===== src/rtl/tlp_mwr_pkg.sv =====
package tlp_mwr_pkg;
  localparam logic [7:0] FT_MWR_3DW = 8'h40;
  localparam logic [7:0] FT_MWR_4DW = 8'h60;
  localparam int DW_W  = 32;
  localparam int LANES = 2;

  typedef enum logic [2:0] {
    ST_IDLE,
    ST_HDR3,
    ST_HDR4,
    ST_DATA,
    ST_DROP
  } prs_state_e;
endpackage


===== src/rtl/tlp_hdr_fields.sv =====
module tlp_hdr_fields
  import tlp_mwr_pkg::*;
#(
  parameter int LEN_W = 10,
  parameter int CNT_W = LEN_W + 1
) (
  input  logic [DW_W-1:0]  dw0_i,
  input  logic [DW_W-1:0]  dw1_i,
  output logic             is_mwr_o,
  output logic             is_4dw_o,
  output logic [LEN_W-1:0] len_o,
  output logic [CNT_W-1:0] cnt_o,
  output logic [15:0]      req_id_o,
  output logic [7:0]       tag_o,
  output logic [3:0]       fbe_o,
  output logic [3:0]       lbe_o
);
  logic [7:0] ft;

  always_comb begin
    ft       = dw0_i[31:24];
    is_mwr_o = (ft == FT_MWR_3DW) || (ft == FT_MWR_4DW);
    is_4dw_o = (ft == FT_MWR_4DW);
    len_o    = dw0_i[LEN_W-1:0];
    // zero length encodes the maximum
    cnt_o    = (len_o == '0) ? (CNT_W'(1) << LEN_W) : CNT_W'(len_o);
    req_id_o = dw1_i[31:16];
    tag_o    = dw1_i[15:8];
    lbe_o    = dw1_i[7:4];
    fbe_o    = dw1_i[3:0];
  end
endmodule


===== src/rtl/tlp_lane_strobe.sv =====
module tlp_lane_strobe #(
  parameter int LANES = 2,
  parameter int CNT_W = 11
) (
  input  logic [LANES-1:0] cand_i,
  input  logic [CNT_W-1:0] rem_i,
  output logic [LANES-1:0] dv_o,
  output logic [CNT_W-1:0] take_o
);
  logic [CNT_W-1:0] acc [0:LANES];

  assign acc[0] = '0;

  for (genvar k = 0; k < LANES; k++) begin : g_lane
    // lane k is taken only if dwords remain after lower lanes
    assign dv_o[k]   = cand_i[k] && (rem_i > acc[k]);
    assign acc[k+1]  = acc[k] + CNT_W'(dv_o[k]);
  end

  assign take_o = acc[LANES];
endmodule


===== src/rtl/tlp_mwr_parser.sv =====
module tlp_mwr_parser
  import tlp_mwr_pkg::*;
#(
  parameter int LEN_W = 10
) (
  input  logic                    clk_i,
  input  logic                    rst_ni,
  input  logic                    valid_i,
  input  logic                    sop_i,
  input  logic                    eop_i,
  input  logic [LANES*4-1:0]      be_i,
  input  logic [LANES*DW_W-1:0]   data_i,
  output logic                    hdr_valid_o,
  output logic [63:0]             addr_o,
  output logic [LEN_W-1:0]        len_o,
  output logic [3:0]              first_be_o,
  output logic [3:0]              last_be_o,
  output logic [15:0]             req_id_o,
  output logic [7:0]              tag_o,
  output logic [LANES-1:0]        pl_dv_o,
  output logic [LANES*DW_W-1:0]   pl_data_o,
  output logic                    err_o,
  output logic                    drop_o
);
  localparam int CNT_W = LEN_W + 1;

  prs_state_e       st_q;
  logic [CNT_W-1:0] rem_q, rem_next, take;
  logic [LANES-1:0] be_nz, cand, dv;

  logic             f_mwr, f_4dw;
  logic [LEN_W-1:0] f_len;
  logic [CNT_W-1:0] f_cnt;
  logic [15:0]      f_req;
  logic [7:0]       f_tag;
  logic [3:0]       f_fbe, f_lbe;

  tlp_hdr_fields #(.LEN_W(LEN_W), .CNT_W(CNT_W)) u_hdr (
    .dw0_i    (data_i[DW_W-1:0]),
    .dw1_i    (data_i[2*DW_W-1:DW_W]),
    .is_mwr_o (f_mwr),
    .is_4dw_o (f_4dw),
    .len_o    (f_len),
    .cnt_o    (f_cnt),
    .req_id_o (f_req),
    .tag_o    (f_tag),
    .fbe_o    (f_fbe),
    .lbe_o    (f_lbe)
  );

  for (genvar k = 0; k < LANES; k++) begin : g_benz
    assign be_nz[k] = |be_i[4*k +: 4];
  end

  always_comb begin
    cand = '0;
    if (valid_i) begin
      unique case (st_q)
        // unaligned 3DW write: first dword rides in the upper lane
        ST_HDR3: cand = {be_nz[1] & data_i[2], 1'b0};
        ST_DATA: cand = be_nz;
        default: cand = '0;
      endcase
    end
  end

  tlp_lane_strobe #(.LANES(LANES), .CNT_W(CNT_W)) u_lane (
    .cand_i (cand),
    .rem_i  (rem_q),
    .dv_o   (dv),
    .take_o (take)
  );

  assign rem_next = rem_q - take;

  always_ff @(posedge clk_i or negedge rst_ni) begin
    if (!rst_ni) begin
      st_q        <= ST_IDLE;
      rem_q       <= '0;
      hdr_valid_o <= 1'b0;
      addr_o      <= '0;
      len_o       <= '0;
      first_be_o  <= '0;
      last_be_o   <= '0;
      req_id_o    <= '0;
      tag_o       <= '0;
      pl_dv_o     <= '0;
      pl_data_o   <= '0;
      err_o       <= 1'b0;
      drop_o      <= 1'b0;
    end else begin
      hdr_valid_o <= 1'b0;
      err_o       <= 1'b0;
      drop_o      <= 1'b0;
      pl_dv_o     <= dv;
      if (valid_i) begin
        pl_data_o <= data_i;
        unique case (st_q)
          ST_IDLE: begin
            if (sop_i) begin
              if (f_mwr) begin
                len_o      <= f_len;
                first_be_o <= f_fbe;
                last_be_o  <= f_lbe;
                req_id_o   <= f_req;
                tag_o      <= f_tag;
                rem_q      <= f_cnt;
                if (eop_i) err_o <= 1'b1;
                else       st_q  <= f_4dw ? ST_HDR4 : ST_HDR3;
              end else if (eop_i) begin
                drop_o <= 1'b1;
              end else begin
                st_q <= ST_DROP;
              end
            end
          end
          ST_HDR3, ST_HDR4: begin
            addr_o <= (st_q == ST_HDR4)
                      ? {data_i[31:0], data_i[63:34], 2'b00}
                      : {32'h0, data_i[31:2], 2'b00};
            hdr_valid_o <= 1'b1;
            rem_q       <= rem_next;
            if (eop_i) begin
              err_o <= (rem_next != '0);
              st_q  <= ST_IDLE;
            end else begin
              st_q  <= ST_DATA;
            end
          end
          ST_DATA: begin
            rem_q <= rem_next;
            if (eop_i) begin
              err_o <= (rem_next != '0);
              st_q  <= ST_IDLE;
            end
          end
          ST_DROP: begin
            if (eop_i) begin
              drop_o <= 1'b1;
              st_q   <= ST_IDLE;
            end
          end
          default: st_q <= ST_IDLE;
        endcase
      end
    end
  end
endmodule


===== config.mk =====
export PLATFORM = sky130hd
export DESIGN_NAME = tlp_mwr_parser
export DESIGN_NICKNAME = d
export VERILOG_FILES = /design/src/rtl/tlp_mwr_pkg.sv /design/src/rtl/tlp_hdr_fields.sv /design/src/rtl/tlp_lane_strobe.sv /design/src/rtl/tlp_mwr_parser.sv
export SDC_FILE = /design/constraint.sdc
export NUM_CORES = 1
export LEC_CHECK = 0
export BUFFER_PORTS_ARGS = -buffer_cell sky130_fd_sc_hd__buf_4
export CAP_MARGIN = 20
export CORE_ASPECT_RATIO = 1.2
export CORE_MARGIN = 1
export CORE_UTILIZATION = 50
export DETAILED_ROUTE_END_ITERATION = 8
export PLACE_DENSITY = 0.89
export SYNTH_ARGS = -nofsm -noshare
export SYNTH_HDL_FRONTEND = slang
export SYNTH_SLANG_ARGS = --single-unit

===== constraint.sdc =====
create_clock -name clk_i -period 4.8 [get_ports clk_i]
set_clock_uncertainty 0.1 [all_clocks]
set_input_delay 0.96 -clock clk_i [delete_from_list [all_inputs] [get_ports clk_i]]
set_output_delay 0.96 -clock clk_i [all_outputs]
set_load 0.01 [all_outputs]

# --- Word-level counts from Yosys, hierarchy flattened ---
# Cells that the tools add are included.
word_totals:
  regBits: 189
  out_inout_bits: 175
  word_cells: 71
classes:
  addsub: 2
  n_lt_le_gt_ge: 2
  n_eq_ne: 10
  muxes: 27
  bitwise_logic: 1
  reduce_logical: 16
op_table:
  columns: ["operator", "n"]
  rows:
  - ["$mux W64", 1]
  - ["$mux W11", 3]
  - ["$pmux W11 S2", 1]
  - ["$eq A8 B7 Y1 const B", 2]
  - ["$mux W3", 5]
  - ["$reduce_and A4 Y1", 3]
  - ["$gt A11 B1 Y1", 1]
  - ["$gt A11 B1 Y1 const B", 1]
  - ["$reduce_bool A11 Y1", 1]
  - ["$sub A11 B11 Y11", 1]
  - ["$logic_not A10 Y1", 1]
  - ["$mux W1", 10]
  - ["$pmux W3 S3", 1]
  - ["$reduce_or A4 Y1", 2]
  - ["$eq A3 B2 Y1 const B", 2]
  - ["$mux W2", 3]
  - ["$ne A2 B2 Y1 const B", 3]
  - ["$pmux W1 S2", 2]
  - ["$pmux W2 S2", 1]
  - ["$reduce_or A2 Y1", 2]
  - ["$eq A3 B1 Y1 const B", 1]
  - ["$eq A3 B3 Y1 const B", 1]
  - ["$logic_not A3 Y1", 1]
  - ["$reduce_or A3 Y1", 1]
  - ["other kinds (7)", 8]

# --- Logic depth before layout (Yosys ltp) ---
depth:
  word_depth: 13
  depth_mapped: 19
  ltp_nobuf: 17

# --- Hierarchy ---
# A second synthesis with hierarchy kept.
hier_totals:
  cells_unflattened: 708
  area_unflattened_um2: 8503.2
by_module_without_submodules:
  columns: ["mod", "instances", "cells_per_inst", "area_each_um2", "seq_area_each_um2"]
  rows:
  - ["tlp_mwr_parser", 1, 628, 7948.9, 4679.5]
  - ["tlp_hdr_fields", 1, 59, 406.6, 0.0]
  - ["tlp_lane_strobe", 1, 21, 147.6, 0.0]

# --- Worst setup path after synthesis ---
# No wires, ideal clock.
synth_timing:
  kind: "input to register"
  start: "input port valid_i"
  end: "register rem_q[9]"
  setup_time_ns: 0.074
  arrival_time_ns: 3.940
  required_ns: 4.626
  setup_slack_ns: 0.685
  stages: 15
  path_buffers: 0
  cell_sequence: "nor2b_1 nand2_1 nor4b_1 ha_1 nor2_1 nor2_1 nor4_1 ha_1 inv_1 ha_1 nor2b_1 or3_4 or3_1 a31o_1 o21ai_2"
synth_via:
  elab_chain_cells: 7
  word_cells_on_any_way: 8
  cone_classes: "add/sub (2); order compare (1); mux (2); reduce/logical (3)"
synth_lines:
  columns: ["item", "line_no", "source"]
  rows:
  - ["from (decl)", "tlp_mwr_parser.sv:8", "input logic valid_i,"]
  - ["$mux W2", "tlp_mwr_parser.sv:57", "if (valid_i) begin"]
  - ["$logic_and A1 B1 Y1", "tlp_lane_strobe.sv:16", "assign dv_o[k] = cand_i[k] && (rem_i > acc[k]);"]
  - ["net dv[0]", "tlp_mwr_parser.sv:29", "logic [LANES-1:0] be_nz, cand, dv;"]
  - ["$gt A11 B1 Y1", "tlp_lane_strobe.sv:16", null]
  - ["$logic_and A1 B1 Y1", "tlp_lane_strobe.sv:16", null]
  - ["net dv[1]", "tlp_mwr_parser.sv:29", null]
  - ["$add A1 B1 Y2", "tlp_lane_strobe.sv:17", "assign acc[k+1] = acc[k] + CNT_W'(dv_o[k]);"]
  - ["$sub A11 B11 Y11", "tlp_mwr_parser.sv:74", "assign rem_next = rem_q - take;"]
  - ["$pmux W11 S2", "tlp_mwr_parser.sv:98", "unique case (st_q)"]
  - ["to (signal assigned)", "tlp_mwr_parser.sv:107", "rem_q <= f_cnt;"]
  - ["to (signal assigned)", "tlp_mwr_parser.sv:122", "rem_q <= rem_next;"]
  - ["to (signal assigned)", "tlp_mwr_parser.sv:131", "rem_q <= rem_next;"]
  - ["to (decl)", "tlp_mwr_parser.sv:28", "logic [CNT_W-1:0] rem_q, rem_next, take;"]
# The timed path passes the listed nets, and every way through them passes these cells.
# A chain may end at the register's enable or synchronous reset.

# --- Final worst setup path ---
layout_timing:
  start: "input port valid_i"
  end: "register rem_q[10]"
# The elaborated chain is that of the path after synthesis.

==> key figures <==
Outcome
  • Status: completed

Finish
  • Antenna Cells: 0
  • Share of cells above drive strength 1: 0.478
  • NumNets Final: 914
  • Area grow syn2layout: 34.0%

Floorplan
  • Site row count: between 40 and 50
  • Area of the die: 16000 sq um
  • Die width: 116 um
  • Initial core utilization: 0.515
  • Die Y-Extent: ~140 um
  • IO Count: ~250
  • Core box area: 15000 sq um

STA
  • Worst Setup Slack, final: 594 ps
  • Crit share post-route: 0.876
  • Slew Limit Fails: 0
  • Unrepaired setup endpoints after global routing: false
  • Final hold violation count: 0
  • Max Freq: 238 MHz
  • Max_slew headroom: 0.336
  • Post-route minimum period: 4210 ps
  • Setup TNS: 0 ps
  • Setup violators final: 0
  • Worst Tran Pin Value: 996 ps

Worst setup path
  • Worst-path maximum fanout: 7
  • CP Launch Type: input port
  • Critical path class: input port to flip-flop
  • Worst Path Arrival: between 4000 and 5000 ps
  • WP data required: 5020 ps
  • CP endpoint kind: flip-flop
  • Reg2Reg Depth: 16

Drt
  • Wire length per cell: about 20 um
  • Vias after detailed routing: roughly 5800
  • Residual DRC count: 0
  • Vias per inst: 5.53
  • Detailed Route WL: 20.9 mm
  • Post-route ant nets: 0
  • Router iterations before antenna repair: 6
  • DRT iter0 DRCs: approximately 280

Synth
  • Ys Warns: 0
  • Leading area contributor after synthesis: dfrtp_1
  • Syn_area_per_cell: 13.0 sq um
  • Largest cells by area after synthesis: dfrtp_1, mux2_2, mux2i_1
  • Post-synthesis cell type count: 51
  • Synthesis-stage register bit count: 187
  • Cell Area, Synth: 7730 sq um
  • Register area share after synthesis: 0.605
  • Synth top area share: 0.605
  • Synth Instances: 594

Clock tree
  • Post-CTS setup buffers: 0
  • Reg clk slew, reported paths: 70 ps
  • H-tree lvl count: 4
  • Hold_buf cts: 0
  • Root Driver: clkbuf_16
  • Total CTS buffers: 17
  • Cells resized by post-CTS repair: 0
  • Clock Path Buffers: 2
  • Clk sinks: 187
  • CTS tree: done
  • Clk_lat worst skew: 430 ps

Placed design
  • Port Buffers: 249
  • RePlAce Congestion: between 0.8 and 0.9
  • Dpl hpwl: 14.0 mm
  • Setup WS pre-CTS: about 250 ps

Power and ir drop
  • Clock share of power: 0.242
  • VDD IR-drop max: about 320 uV
  • P per Cell Area: 537 nW/um^2
  • Switching pwr: 1930 uW
  • Reg power frac: 0.405
  • Sw frac: 0.347
  • Logic pwr share: 0.353
  • Leakage: 0.00504 uW
  • Int Power: between 3000 and 4000 uW

Job
  • Number of max-cap violations: 0

Worst hold path
  • Hold Path Depth: 2
  • Min-delay worst type: flip-flop to flip-flop

Global routing
  • Total grt overflow: 0
  • Vias in the first global route: 6131
  • Largest net degree at the start of global routing: 103
  • Global-route wire length before repair: 33.3 mm
  • Initial antenna violation count: 0
  • GRT Total Usage: 0.276
==> worst max-delay path, cell delays in order <==
cell and delay (ps):
buf_4 80, nor2b_1 260, nand2_1 120, nor4b_1 400, ha_1 310, nor2_1 90
nor2_1 40, nor4_1 280, ha_1 180, ha_1 160, inv_1 60, fa_1 480
nor3_1 350, nand2_1 150, nor2_1 180, a31oi_1 110, o22a_1 200
==> cells in the final DEF (no fill, tap or decap), drive strengths merged, types with 15 or more instances in the layout <==
cell type	instances
mux2	106
mux2i	31
buf	258
o21ai	42
nand2	41
clkbuf	20
nor2	20
a22o	32
dfrtp	187
a21oi	15
==> flip-flops by register name, indices dropped and copies added (netlist names), 4 cells and up <==
name and flops:
rem_q 11, first_be_o 4, tag_o 8, last_be_o 4
req_id_o 16, len_o 10, pl_data_o 64, addr_o 62
==> power groups by stage <==
stage / clock (uW) / combinational, uW / sequential (uW)
2_1_floorplan: 0 / 961 / 2340
3_3_place_gp: 0 / 1880 / 2250
3_5_place_dp: 0 / 1960 / 2260
4_1_cts: 1370 / 1980 / 2240
5_1_grt: 1430 / 2130 / 2300
6_report: 1350 / 1960 / 2250
==> area by class of cell <==
cell class | count | area [sq um]
Tap cell | 204 | 255
Sequential cell | 187 | 4680
Clock buffer | 20 | 447
Inverter | 7 | 26.3
Clock inverter | 12 | 114
Fill cell | 1067 | 4670
Timing Repair Buffer | 258 | 1960
Multi-Input combinational cell | 361 | 2880
==> per-stage QoR <==
stage	cells	cell area [sq um]	hold WS, ps	power [uW]	util
5_1_grt	1049	10400	407	5860	0.689
2_1_floorplan	595	7730	383	3300	-
3_3_place_gp	1016	9780	362	4130	0.651
4_1_cts	1049	10400	387	5590	0.689
6_report	1049	10400	387	5560	0.689
3_5_place_dp	1017	9790	372	4220	0.652
==> synth_stat cells, drive strengths merged <==
cell and count:
a21oi 15, dfrtp 187, mux2i 31, nor3b 2, a31oi 4, nor2b 4, nand3 5, fa 1
and2b 1, nand4 1, nor2 20, and3b 1, o22a 4, mux2 106, or2 2, and2 1
o2bb2ai 1, inv 7, a21o 1, nor4 13, o211a 1, nand2 41, o211ai 1, nor4b 1
ha 4, buf 10, xnor2 1, o21ai 42, xor2 1, or4 1, o32ai 2, or3 5
nand4b 1, a22o 32, or2b 1, o21bai 1, o22ai 1, conb 1, nor3 4, nand2b 3
a31o 1, a2111o 1, clkbuf 30, a2111oi 1
==> per-layer routing <==
layer,track usage,share of wire,vias up
met5,0,0,-
met3,0.0658,0.056,39
met2,0.470,0.54,241
li1,-,-,2601
met1,0.334,0.38,2922
met4,0.107,0.028,0
==> worst paths after layout <==
kind                                 endpoint  slack [ps]       start
worst max-delay path                rem_q[10]         590     valid_i
worst min-delay path               addr_o[31]         390  addr_o[31]
worst max register to register      rem_q[10]         630     st_q[2]
worst min register to register     addr_o[31]         390  addr_o[31]
max in group asynchronous             st_q[1]        3090      rst_ni
min in group asynchronous       pl_data_o[12]         490      rst_ni
==> cell families after synthesis <==
kind of cell	share of synthesized area
AO/OA/AOI/OAI	0.0936
other	0.000485
multiplexers	0.195
XOR/XNOR	0.00227
AND/OR/NAND/NOR	0.0693
flip-flops	0.605
buffers and inverters	0.0254
adder cells (fa/ha/maj)	0.00906
Note: power is estimated with default switching activity, not from simulation.
